[src/rtl/mulDivPkg.sv]
package mulDivPkg;
  typedef enum logic [1:0] {
    ST_IDLE  = 2'd0,
    ST_SETUP = 2'd1,
    ST_ITER  = 2'd2,
    ST_FIX   = 2'd3
  } mdState_e;

  // strobes from control to datapath
  typedef struct packed {
    logic loadOps;
    logic setup;
    logic iterate;
    logic finish;
  } mdCtl_t;
endpackage

[src/rtl/mulDivAdder.sv]
module mulDivAdder #(
  parameter int WIDTH = 32
) (
  input  logic [WIDTH:0] addX,
  input  logic [WIDTH:0] addY,
  input  logic           doSub,
  output logic [WIDTH:0] sum
);
  logic [WIDTH:0] yEff;
  always_comb begin
    yEff = doSub ? ~addY : addY;
    sum  = addX + yEff + {{WIDTH{1'b0}}, doSub};
  end
endmodule

[src/rtl/mulDivCtrl.sv]
module mulDivCtrl
  import mulDivPkg::*;
#(
  parameter int WIDTH = 32
) (
  input  logic   clk,
  input  logic   rstN,
  input  logic   startReq,
  output mdCtl_t ctl,
  output logic   busy,
  output logic   done
);
  localparam int CW = $clog2(WIDTH + 1);
  localparam logic [CW-1:0] LAST_STEP = CW'(WIDTH - 1);

  mdState_e state;
  logic [CW-1:0] stepCnt;

  always_ff @(posedge clk or negedge rstN) begin
    if (!rstN) begin
      state   <= ST_IDLE;
      stepCnt <= '0;
      done    <= 1'b0;
    end else begin
      done <= (state == ST_FIX);
      case (state)
        ST_IDLE:  if (startReq) state <= ST_SETUP;
        ST_SETUP: begin
          state   <= ST_ITER;
          stepCnt <= '0;
        end
        ST_ITER: begin
          if (stepCnt == LAST_STEP) state <= ST_FIX;
          else stepCnt <= stepCnt + 1'b1;
        end
        default:  state <= ST_IDLE;
      endcase
    end
  end

  always_comb begin
    ctl.loadOps = (state == ST_IDLE) && startReq;
    ctl.setup   = (state == ST_SETUP);
    ctl.iterate = (state == ST_ITER);
    ctl.finish  = (state == ST_FIX);
    busy        = (state != ST_IDLE);
  end
endmodule

[src/rtl/mulDivPath.sv]
module mulDivPath
  import mulDivPkg::*;
#(
  parameter int WIDTH = 32
) (
  input  logic             clk,
  input  logic             rstN,
  input  mdCtl_t           ctl,
  input  logic             opDiv,
  input  logic             opSigned,
  input  logic [WIDTH-1:0] srcA,
  input  logic [WIDTH-1:0] srcB,
  output logic [WIDTH-1:0] hiOut,
  output logic [WIDTH-1:0] loOut
);
  localparam int W2 = 2 * WIDTH;

  logic [WIDTH-1:0] rawA, rawB, magB;
  logic             isDiv, isSigned, negMain, negRem;
  logic [W2:0]      work;
  logic [W2:0]      shifted;
  logic [WIDTH:0]   addX, addY, sum;
  logic [W2:0]      nextWork;
  logic [WIDTH-1:0] absA, absB;
  logic [W2-1:0]    prodFix;
  logic [WIDTH-1:0] quotFix, remFix;

  function automatic logic [WIDTH-1:0] magOf(input logic [WIDTH-1:0] v, input logic sgn);
    return (sgn && v[WIDTH-1]) ? (~v + 1'b1) : v;
  endfunction

  mulDivAdder #(.WIDTH(WIDTH)) uAdder (
    .addX (addX),
    .addY (addY),
    .doSub(isDiv),
    .sum  (sum)
  );

  always_comb begin
    absA    = magOf(rawA, isSigned);
    absB    = magOf(rawB, isSigned);
    shifted = {work[W2-1:0], 1'b0};
    if (isDiv) begin
      // restoring step: trial subtract from shifted partial remainder
      addX = shifted[W2:WIDTH];
      addY = {1'b0, magB};
      nextWork = sum[WIDTH] ? shifted : {sum, shifted[WIDTH-1:1], 1'b1};
    end else begin
      // add partial product when multiplier LSB set, then shift right
      addX = {1'b0, work[W2-1:WIDTH]};
      addY = work[0] ? {1'b0, magB} : '0;
      nextWork = {1'b0, sum, work[WIDTH-1:1]};
    end
    prodFix = negMain ? (~work[W2-1:0] + 1'b1) : work[W2-1:0];
    quotFix = negMain ? (~work[WIDTH-1:0] + 1'b1) : work[WIDTH-1:0];
    remFix  = negRem ? (~work[W2-1:WIDTH] + 1'b1) : work[W2-1:WIDTH];
  end

  always_ff @(posedge clk or negedge rstN) begin
    if (!rstN) begin
      rawA <= '0; rawB <= '0; magB <= '0;
      isDiv <= 1'b0; isSigned <= 1'b0;
      negMain <= 1'b0; negRem <= 1'b0;
      work <= '0; hiOut <= '0; loOut <= '0;
    end else begin
      if (ctl.loadOps) begin
        rawA     <= srcA;
        rawB     <= srcB;
        isDiv    <= opDiv;
        isSigned <= opSigned;
      end
      if (ctl.setup) begin
        magB    <= absB;
        negMain <= isSigned && (rawA[WIDTH-1] ^ rawB[WIDTH-1]);
        negRem  <= isSigned && rawA[WIDTH-1];
        work    <= {{(WIDTH+1){1'b0}}, absA};
      end
      if (ctl.iterate) work <= nextWork;
      if (ctl.finish) begin
        if (isDiv) begin
          hiOut <= remFix;
          loOut <= quotFix;
        end else begin
          hiOut <= prodFix[W2-1:WIDTH];
          loOut <= prodFix[WIDTH-1:0];
        end
      end
    end
  end
endmodule

[src/rtl/mulDivUnit.sv]
module mulDivUnit
  import mulDivPkg::*;
#(
  parameter int WIDTH = 32
) (
  input  logic             clk,
  input  logic             rstN,
  input  logic             startReq,
  input  logic             opDiv,
  input  logic             opSigned,
  input  logic [WIDTH-1:0] srcA,
  input  logic [WIDTH-1:0] srcB,
  output logic             busy,
  output logic             done,
  output logic [WIDTH-1:0] hiOut,
  output logic [WIDTH-1:0] loOut
);
  mdCtl_t ctl;

  mulDivCtrl #(.WIDTH(WIDTH)) uCtrl (
    .clk     (clk),
    .rstN    (rstN),
    .startReq(startReq),
    .ctl     (ctl),
    .busy    (busy),
    .done    (done)
  );

  mulDivPath #(.WIDTH(WIDTH)) uPath (
    .clk     (clk),
    .rstN    (rstN),
    .ctl     (ctl),
    .opDiv   (opDiv),
    .opSigned(opSigned),
    .srcA    (srcA),
    .srcB    (srcB),
    .hiOut   (hiOut),
    .loOut   (loOut)
  );
endmodule

[config.mk]
export PLATFORM = sky130hd
export DESIGN_NAME = mulDivUnit
export DESIGN_NICKNAME = d
export VERILOG_FILES = /design/src/rtl/mulDivPkg.sv /design/src/rtl/mulDivAdder.sv /design/src/rtl/mulDivCtrl.sv /design/src/rtl/mulDivPath.sv /design/src/rtl/mulDivUnit.sv
export SDC_FILE = /design/constraint.sdc
export NUM_CORES = 1
export LEC_CHECK = 0
export ABC_AREA = 0
export BUFFER_PORTS_ARGS = -buffer_cell sky130_fd_sc_hd__clkbuf_2
export CELL_PAD_IN_SITES_DETAIL_PLACEMENT = 0
export CELL_PAD_IN_SITES_GLOBAL_PLACEMENT = 2
export CORE_ASPECT_RATIO = 1.75
export CORE_MARGIN = 2
export CORE_UTILIZATION = 37
export CTS_CLUSTER_DIAMETER = 100
export DETAILED_ROUTE_END_ITERATION = 10
export PLACE_DENSITY_LB_ADDON = 0.1
export SETUP_SLACK_MARGIN = 0.1
export SLEW_MARGIN = 20
export SYNTH_ARGS = -nofsm -noshare
export SYNTH_HDL_FRONTEND = slang
export SYNTH_SLANG_ARGS = --single-unit
[constraint.sdc]
create_clock -name clk -period 4.9 [get_ports clk]
set_input_delay 0.49 -clock clk [delete_from_list [all_inputs] [get_ports clk]]
set_output_delay 0.49 -clock clk [all_outputs]
set_load 0.01 [all_outputs]
==> Word-level counts from Yosys, hierarchy flattened <==
Index checks and enable logic that the tools add are counted.
{ "word_totals": {"inputBits": 69, "elab_cells": 64, "reg_bits": 237, "out_inout_bits": 66} }
{ "classes": {"n_mux": 20, "reduce_logical": 9, "n_addsub": 8, "n_eq_ne": 7, "bitwise_logic": 7} }
{ "op_table": {"columns": ["operator", "count"], "rows": [
  ["64-bit two-way mux", 5],
  ["32-bit two-way mux", 7],
  ["32-bit by 1-bit adder with 32-bit output (second input constant)", 4],
  ["32-bit NOT", 4],
  ["33-bit two-way mux", 3],
  ["64-bit by 1-bit adder with 64-bit output (second input constant)", 1],
  ["64-bit NOT", 1],
  ["33-bit by 1-bit adder with 33-bit output", 1],
  ["33-bit adder", 1],
  ["33-bit NOT", 1],
  ["6-bit case mux with 2 select lines", 1],
  ["6-bit by 1-bit adder with 6-bit output (second input constant)", 1],
  ["6-bit by 5-bit == test with 1-bit output (second input constant)", 1],
  ["6-bit two-way mux", 1],
  ["2-bit case mux with 3 select lines", 1],
  ["2-bit == test (second input constant)", 2],
  ["1-bit logical AND", 4],
  ["2-bit two-way mux", 2],
  ["2-bit inequality test (second input constant)", 2],
  ["2-bit AND reduction", 2],
  ["2-bit nonzero test", 2],
  ["2-bit by 1-bit == test with 1-bit output (second input constant)", 1],
  ["2-bit zero test", 1],
  ["2-bit by 1-bit inequality test with 1-bit output (second input constant)", 1],
  ["1-bit XOR", 1]
]} }

==> Longest topological paths before layout <==
Gate-level depths: netlist (run 1).
{ "depth": {"depth_word": 9, "ltp_mapped": 19, "depth_no_buf": 14} }

==> Hierarchy <==
Synthesis (run 1) repeated with hierarchy kept, for this count alone.
{ "unflattened": {"cells_unflattened": 1852, "hier_area_um2": 16335.7} }
{ "modules_own_cells": {"columns": ["mod", "cells_each", "instances", "seq_area_each_um2", "area_per_inst_um2"], "rows": [
  ["mulDivPath", 1500, 1, 5705.5, 13756.9],
  ["mulDivAdder", 292, 1, 0.0, 2021.9],
  ["mulDivCtrl", 60, 1, 225.2, 556.8]
]} }

==> Least setup slack after synthesis (run 1) <==
OpenSTA, ideal clock, no wires.
{ "synth_path": {"kind": "register to register", "start": "register uPath.isDiv", "end": "register uPath.work[36]", "stages_incl_launch_ff": 16, "period_less_slack_ns": 4.381, "arrival_ns": 4.255, "setup_ns": 0.126, "setup_slack_ns": 0.519, "required_ns": 4.774, "path_buffers": 4, "path_cell_list": "dfrtp_1 > clkbuf_1 > clkbuf_1 > clkbuf_1 > mux2_2 > ha_1 > a21oi_1 > a2111oi_0 > o21ai_0 > and2_1 > a21bo_2 > o22ai_2 > buf_4 > mux2i_1 > nor2_1 > a221o_1"} }
{ "synth_between": {"elab_chain_cells": 8, "word_cells_on_any_way": 9, "cone_classes": "add/sub (2); mux (6); bitwise (1)"} }
{ "synth_lines": {"columns": ["item", "line_no", "rtl"], "rows": [
  ["start, declared", "mulDivPath.sv:19", "logic isDiv, isSigned, negMain, negRem;"],
  ["start signal, assigned", "mulDivPath.sv:69", "isDiv <= opDiv;"],
  ["33-bit two-way mux", "mulDivPath.sv:43", "if (isDiv) begin"],
  ["33-bit NOT", "mulDivAdder.sv:11", "yEff = doSub ? ~addY : addY;"],
  ["33-bit two-way mux", "mulDivAdder.sv:11", null],
  ["33-bit adder", "mulDivAdder.sv:12", "sum = addX + yEff + {{WIDTH{1'b0}}, doSub};"],
  ["33-bit by 1-bit adder with 33-bit output", "mulDivAdder.sv:12", null],
  ["64-bit two-way mux", "mulDivPath.sv:47", "nextWork = sum[WIDTH] ? shifted : {sum, shifted[WIDTH-1:1], 1'b1};"],
  ["64-bit two-way mux *", "mulDivPath.sv:43", null],
  ["64-bit two-way mux *", "mulDivPath.sv:78", "if (ctl.iterate) work <= nextWork;"],
  ["end signal, assigned", "mulDivPath.sv:76", "work <= {{(WIDTH+1){1'b0}}, absA};"],
  ["end signal, assigned", "mulDivPath.sv:78", null],
  ["end, declared", "mulDivPath.sv:20", "logic [W2:0] work;"]
]} }
Mark *: on every way between the ends. The rest lies on a longest branch, timed or not.
A chain may end at the register's enable or synchronous reset.

==> Worst setup path in the final report (run 1) <==
{ "layout_path": {"start": "register uPath.isDiv", "end": "register uPath.work[52]"} }
Same word-level chain as after synthesis.

==> flow_summary.ini, run 1 <==
[cells_and_area]
syn_to_final_growth_pct = 13.6
nFillCells = 4233
num_antenna_cells = 0
layout.nets = 1927
drive_above_1_share = 0.177

[die]
core_um2 = 40700
initial_core_util = 0.374
dieHeight_um = 272
num_rows = 98
die_area_um2 = 42900
die_x_um = 157
io_pins = 135

[place]
globalplace.congestion = 0.893
dp_hpwl_um = 39700
io_buffers = 134
place_ws_ps = 676

[yosys]
seq_area_frac_synth = 0.389
synth-edff-count = 0
syn_area_um2 = 15200
synth_top_area_cell = dfrtp_1
synth_top_area_frac = 0.389
synth_warnings = 0
synth.avg_cell_area_um2 = 8.73
synthArstFlopShare = 1.00
synth-seq-cells = 237
yosysUniqueCellTypes = 68
syn_nets = 1855
syn_inst = 1745
ys_top_cells_by_area = dfrtp_1, mux2_2, xnor2_1, a21oi_1, o21ai_0
synthFlopType = dfrtp_1

[clock_tree]
path_clk_slew_ps = 70
postCtsHoldBufs = 0
cts_sinks = 237
tritoncts = built
root_buffer = clkbuf_16
post_cts_resized = 0
h-tree-depth = 1
post-cts-setup-buffers = 0
cts_buffer_depth = 3
clk_latency_ps = 570
cts_made_buffers = 27

[route]
totalWireLength_um = 52600
vias = 13189
drc = 0
routedWlPerCell_um = 22.1
viasPerCell = 5.53
ant_nets = 0
dr.first_iter.drc_count = 673
first_pass_iters = 5

[grt]
grt_util_met1 = 0.256
track_usage = 0.245
grt_pass1_vias = 13274
grt_overflow_total = 0
grt_use_met3 = 0.0197
grt_pass1_wl_um = 79900
grt.met2_usage = 0.476
grt_max_degree = 110
busiest_layer = met2
grt_antenna_before_repair = 0

[status]
violations = hold timing
status = finished with violations

[worst_setup_path]
critPathKind = reg -> reg
rr_endpoint = uPath.work[52]$_DFFE_PN0P_
start_kind = register
worstPathMaxFanout = 41
critPathCaptureType = register
arrival_ps = 4830
r2r_start = uPath.isDiv$_DFFE_PN0P_
cp.required_ps = 5370
reg2reg_depth = 15
r2r_slack_ps = 540
crit_path_end = uPath.work[52]$_DFFE_PN0P_
crit_start = uPath.isDiv$_DFFE_PN0P_

[hold_path]
min_path_type = in -> async

[power]
p_leak_nw = 7.35
irDropWorstVdd_v = 0.000381
total_power_w = 0.0138
power_density_nw_per_um2 = 799

[sta]
hold_violations = 9
finalClockSkew_ps = 24.7
fin_crit_ps = 4360
period_share = 0.889
rsz0062_at_grt = false
tns_ps = 0
drv_slew = 0
fmax_ghz = 0.229
slew_headroom = 0.230
whs_ps = -7.47
finalSetupViolations = 0
tightest_slew_ps = 1150
timing.final.ws_setup_ps = 542

[flow_run]
drv_cap = 0
## layout make-up
| class | count | area [µm²] | share of cell area |
|---|---|---|---|
| Timing Repair Buffer | 158 | 898 | 0.0519 |
| Clock inverter | 9 | 128 | 0.00737 |
| Tap cell | 550 | 688 | 0.0398 |
| Inverter | 64 | 240 | 0.0139 |
| Sequential cell | 237 | 5930 | 0.343 |
| Multi-Input combinational cell | 1329 | 8650 | 0.500 |
| Clock buffer | 38 | 767 | 0.0443 |
## state kept, by name (all words and copies together) (netlist names)
name,flops
uCtrl.done,1
uCtrl.state,2
uCtrl.stepCnt,6
uPath.hiOut,32
uPath.isDiv,1
uPath.isSigned,1
uPath.loOut,32
uPath.magB,32
uPath.negMain,1
uPath.negRem,1
uPath.rawA,32
uPath.rawB,32
uPath.work,64
## per-layer routing
layer | vias to the layer above | wire, µm
li1 | 6366 | -
met3 | 98 | 1430
met4 | 0 | 3050
met2 | 313 | 29300
met5 | - | 0
met1 | 6412 | 18900
## worst max-delay path, stage by stage (launching register included)
cell and delay [ps]:
dfrtp_4 620, clkinv_1 80, buf_4 260, buf_4 350, o21ai_0 170, ha_1 460, a21oi_1 140, o21ai_0 590
nor2_1 100, o21ai_0 200, a21oi_1 90, o22ai_4 200, buf_12 260, nor2b_1 450, a222oi_1 120, o21ai_0 140
## synthesized netlist by cell type, drive strengths merged, types with 12 or more instances
cell type / count
dfrtp: 237
a21oi: 176
nor2: 174
nand2: 168
o21ai: 152
xnor2: 104
mux2: 103
clkbuf: 101
inv: 63
o211ai: 53
xor2: 51
ha: 40
nor3: 25
nor4: 24
nand3: 23
mux2i: 22
o31ai: 21
or4: 18
or3: 17
buf: 14
o41ai: 13
nand4: 12
## cells in the final DEF, fill, tap and decap left out, drive strengths merged, types with 6 or more instances in the layout
cell,netlist,layout
a21o,11,11
a21oi,176,176
a221o,9,9
a22oi,10,10
a31oi,11,11
and2,8,8
buf,14,25
clkbuf,101,171
dfrtp,237,237
ha,40,40
inv,63,63
mux2,103,103
mux2i,22,22
nand2,168,168
nand2b,11,11
nand3,23,23
nand4,12,12
nor2,174,174
nor3,25,25
nor4,24,24
o211ai,53,53
o21a,7,7
o21ai,152,152
o21bai,6,6
o221ai,9,9
o31ai,21,21
o41ai,13,13
or3,17,17
or4,18,18
xnor2,104,104
xor2,51,51
## worst min path at each step
stage,startpoint,endpoint,slack (ps),cells after the start
floorplan,rstN,uCtrl.done$_DFF_PN0_,190,0
global placement,uPath.hiOut[3]$_DFFE_PN0P_,uPath.hiOut[3]$_DFFE_PN0P_,490,1
detailed placement,uPath.hiOut[4]$_DFFE_PN0P_,uPath.hiOut[4]$_DFFE_PN0P_,500,1
CTS,rstN,uPath.magB[12]$_DFFE_PN0P_,30,1
global route,rstN,uPath.rawB[10]$_DFFE_PN0P_,50,1
finish,rstN,uPath.rawB[1]$_DFFE_PN0P_,-7,1
## logic make-up after synthesis
logic type | share of synthesized area
flops | 0.389
xor+xnor | 0.0891
compound gates | 0.204
fa+ha+maj | 0.0342
simple gates | 0.148
mux | 0.0906
buf+inv | 0.0449
## where the power goes
part           internal, W  leakage, nW  switching [W]
Clock              0.00124        0.430       0.000866
Sequential         0.00287         2.84        0.00106
Combinational      0.00292         4.08        0.00487
## through the flow
step	util	instance area [µm²]	std cells
floorplan	-	15200	1745
global placement	0.403	16400	2338
detailed placement	0.403	16400	2338
CTS	0.425	17300	2385
global route	0.425	17300	2385
finish	0.425	17300	2385
Power figures use the tool's default switching activity.
==> inputs of run 2 (changes only) <==
--- a/config.mk
+++ b/config.mk
@@ -15,6 +15,7 @@
 export CTS_CLUSTER_DIAMETER = 100
 export DETAILED_ROUTE_END_ITERATION = 10
 export PLACE_DENSITY_LB_ADDON = 0.1
+export RECOVER_POWER = 25
 export SETUP_SLACK_MARGIN = 0.1
 export SLEW_MARGIN = 20
 export SYNTH_ARGS = -nofsm -noshare
==> flow_summary.ini, run 2 (same netlist as run 1, synthesis figures left out) <==
[status]
status = finished with violations
violations = capacitance limit, slew limit

[power]
p_seq_frac = 0.284
total_power_w = 0.0138
switching_share = 0.491
power.internal_w = 0.00703
irDropWorstVdd_v = 0.000381
p_switching_w = 0.00678
pwr-share-clk = 0.152
combinationalPowerShare = 0.563
p_leak_nw = 7.34
power_density_nw_per_um2 = 799

[place]
placed_area_um2 = 16400
dp_hpwl_um = 39700
io_buffers = 134
globalplace.congestion = 0.893

[route]
viasPerCell = 5.54
routedWlPerCell_um = 22.1
ant_nets = 0
totalWireLength_um = 52600
first_pass_iters = 5
dr.first_iter.drc_count = 681
drc = 0
vias = 13212

[sta]
slew_headroom = -1.00
tns_ps = 0
period_share = 0.887
tightest_slew_ps = 3000
fmax_ghz = 0.230
finalClockSkew_ps = 27.1
rsz0062_at_grt = false
hold_violations = 0
whs_ps = 160
fin_crit_ps = 4350
finalSetupViolations = 0
drv_slew = 110

[clock_tree]
cts_buffer_depth = 3
postCtsHoldBufs = 0
cts_sinks = 237
post-cts-setup-buffers = 0
cts_made_buffers = 27
root_buffer = clkbuf_16
path_clk_slew_ps = 70
h-tree-depth = 1
clk_latency_ps = 570
post_cts_resized = 0
tritoncts = built

[cells_and_area]
top_register = uPath.work
final_core_util = 0.425
drive_above_1_share = 0.177
largest_register_ffs = 64
layout.nets = 1927
nFillCells = 4235
num_antenna_cells = 0
syn_to_final_growth_pct = 13.5
layout_common_cells = dfrtp_1, a21oi_1, nor2_1
design_area_um2 = 17300
layout_commonest_cell = dfrtp_1

[die]
core_um2 = 40700
initial_core_util = 0.374
num_rows = 98
die_area_um2 = 42900
io_pins = 135
dieHeight_um = 272
die_x_um = 157

[worst_setup_path]
critical-path-top-delay-family = compound AO/OA/AOI/OAI gates
worst_path_most_repeated_cell = o21ai_0
crit_start = uPath.isDiv$_DFFE_PN0P_
cpPeakStageDelay_ps = 620
reg2reg_depth = 15
r2r_start = uPath.isDiv$_DFFE_PN0P_
cp.required_ps = 5370
critPathCaptureType = register
r2r_slack_ps = 550
crit_path_end = uPath.work[52]$_DFFE_PN0P_
rr_endpoint = uPath.work[52]$_DFFE_PN0P_
critPathKind = reg -> reg
crit_buf_inv = 4
critPathSlowestCell = dfrtp_4
crit_cells = 15
worstPathMaxFanout = 41
start_kind = register
arrival_ps = 4820
path_cells = clkinv_1, buf_4, buf_4, o21ai_0, ha_1, a21oi_1, o21ai_0, nor2_1, o21ai_0, a21oi_1, o22ai_4, buf_12, nor2b_1, a222oi_1, o21ai_0

[hold_path]
min_path_type = in -> reg
hold_start = srcB[1]

[grt]
grt_overflow_total = 0
grt_pass1_wl_um = 79900
track_usage = 0.245
grt_antenna_before_repair = 0
grt_max_degree = 110
grt_pass1_vias = 13274

[flow_run]
drv_cap = 1
-- run 2: changes by cell type in the layout (fill, tap and decap cells not counted) --
cell	before	now
clkbuf_4	0	1
buf_8	1	0
buf_12	3	2
clkbuf_2	133	134
-- run 2: layer usage --
metal | vias to the layer above | part of all wire | global-route usage | wire length (µm)
met5 | - | 0 | 0 | 0
met4 | 0 | 0.059 | 0.127 | 3110
met3 | 102 | 0.027 | 0.0197 | 1450
met2 | 315 | 0.55 | 0.476 | 29200
met1 | 6424 | 0.36 | 0.256 | 18900
li1 | 6371 | - | - | -
-- run 2: metrics by stage --
step | cells | worst slack, ps
global placement | 2338 | 715
floorplan | 1745 | 519
detailed placement | 2338 | 676
finish | 2385 | 554
CTS | 2385 | 616
global route | 2385 | 242
-- run 2: worst min-delay path by stage --
stage | endpoint | slack, ps | cells after the start
4_1_cts | uPath.magB[12]$_DFFE_PN0P_ | 30 | 1
6_report | uPath.rawB[1]$_DFFE_PN0P_ | 160 | 2
5_1_grt | uPath.rawA[2]$_DFFE_PN0P_ | 140 | 2
2_1_floorplan | uCtrl.done$_DFF_PN0_ | 190 | 0
3_3_place_gp | uPath.hiOut[3]$_DFFE_PN0P_ | 490 | 1
3_5_place_dp | uPath.hiOut[4]$_DFFE_PN0P_ | 500 | 1
-- run 2: area by class of cell --
type / count / area, µm² / share of cell area
Clock buffer: 38 / 767 / 0.0444
Clock inverter: 9 / 128 / 0.00738
Inverter: 64 / 240 / 0.0139
Multi-Input combinational cell: 1329 / 8650 / 0.501
Sequential cell: 237 / 5930 / 0.343
Tap cell: 550 / 688 / 0.0398
Timing Repair Buffer: 158 / 876 / 0.0507
-- run 2: power by group through the flow --
stage / logic, W / registers (W) / clock network [W]
4_1_cts: 0.00788 / 0.00394 / 0.00216
6_report: 0.00778 / 0.00393 / 0.00210
3_5_place_dp: 0.00784 / 0.00396 / 0
5_1_grt: 0.00853 / 0.00406 / 0.00223
3_3_place_gp: 0.00783 / 0.00396 / 0
2_1_floorplan: 0.00539 / 0.00363 / 0
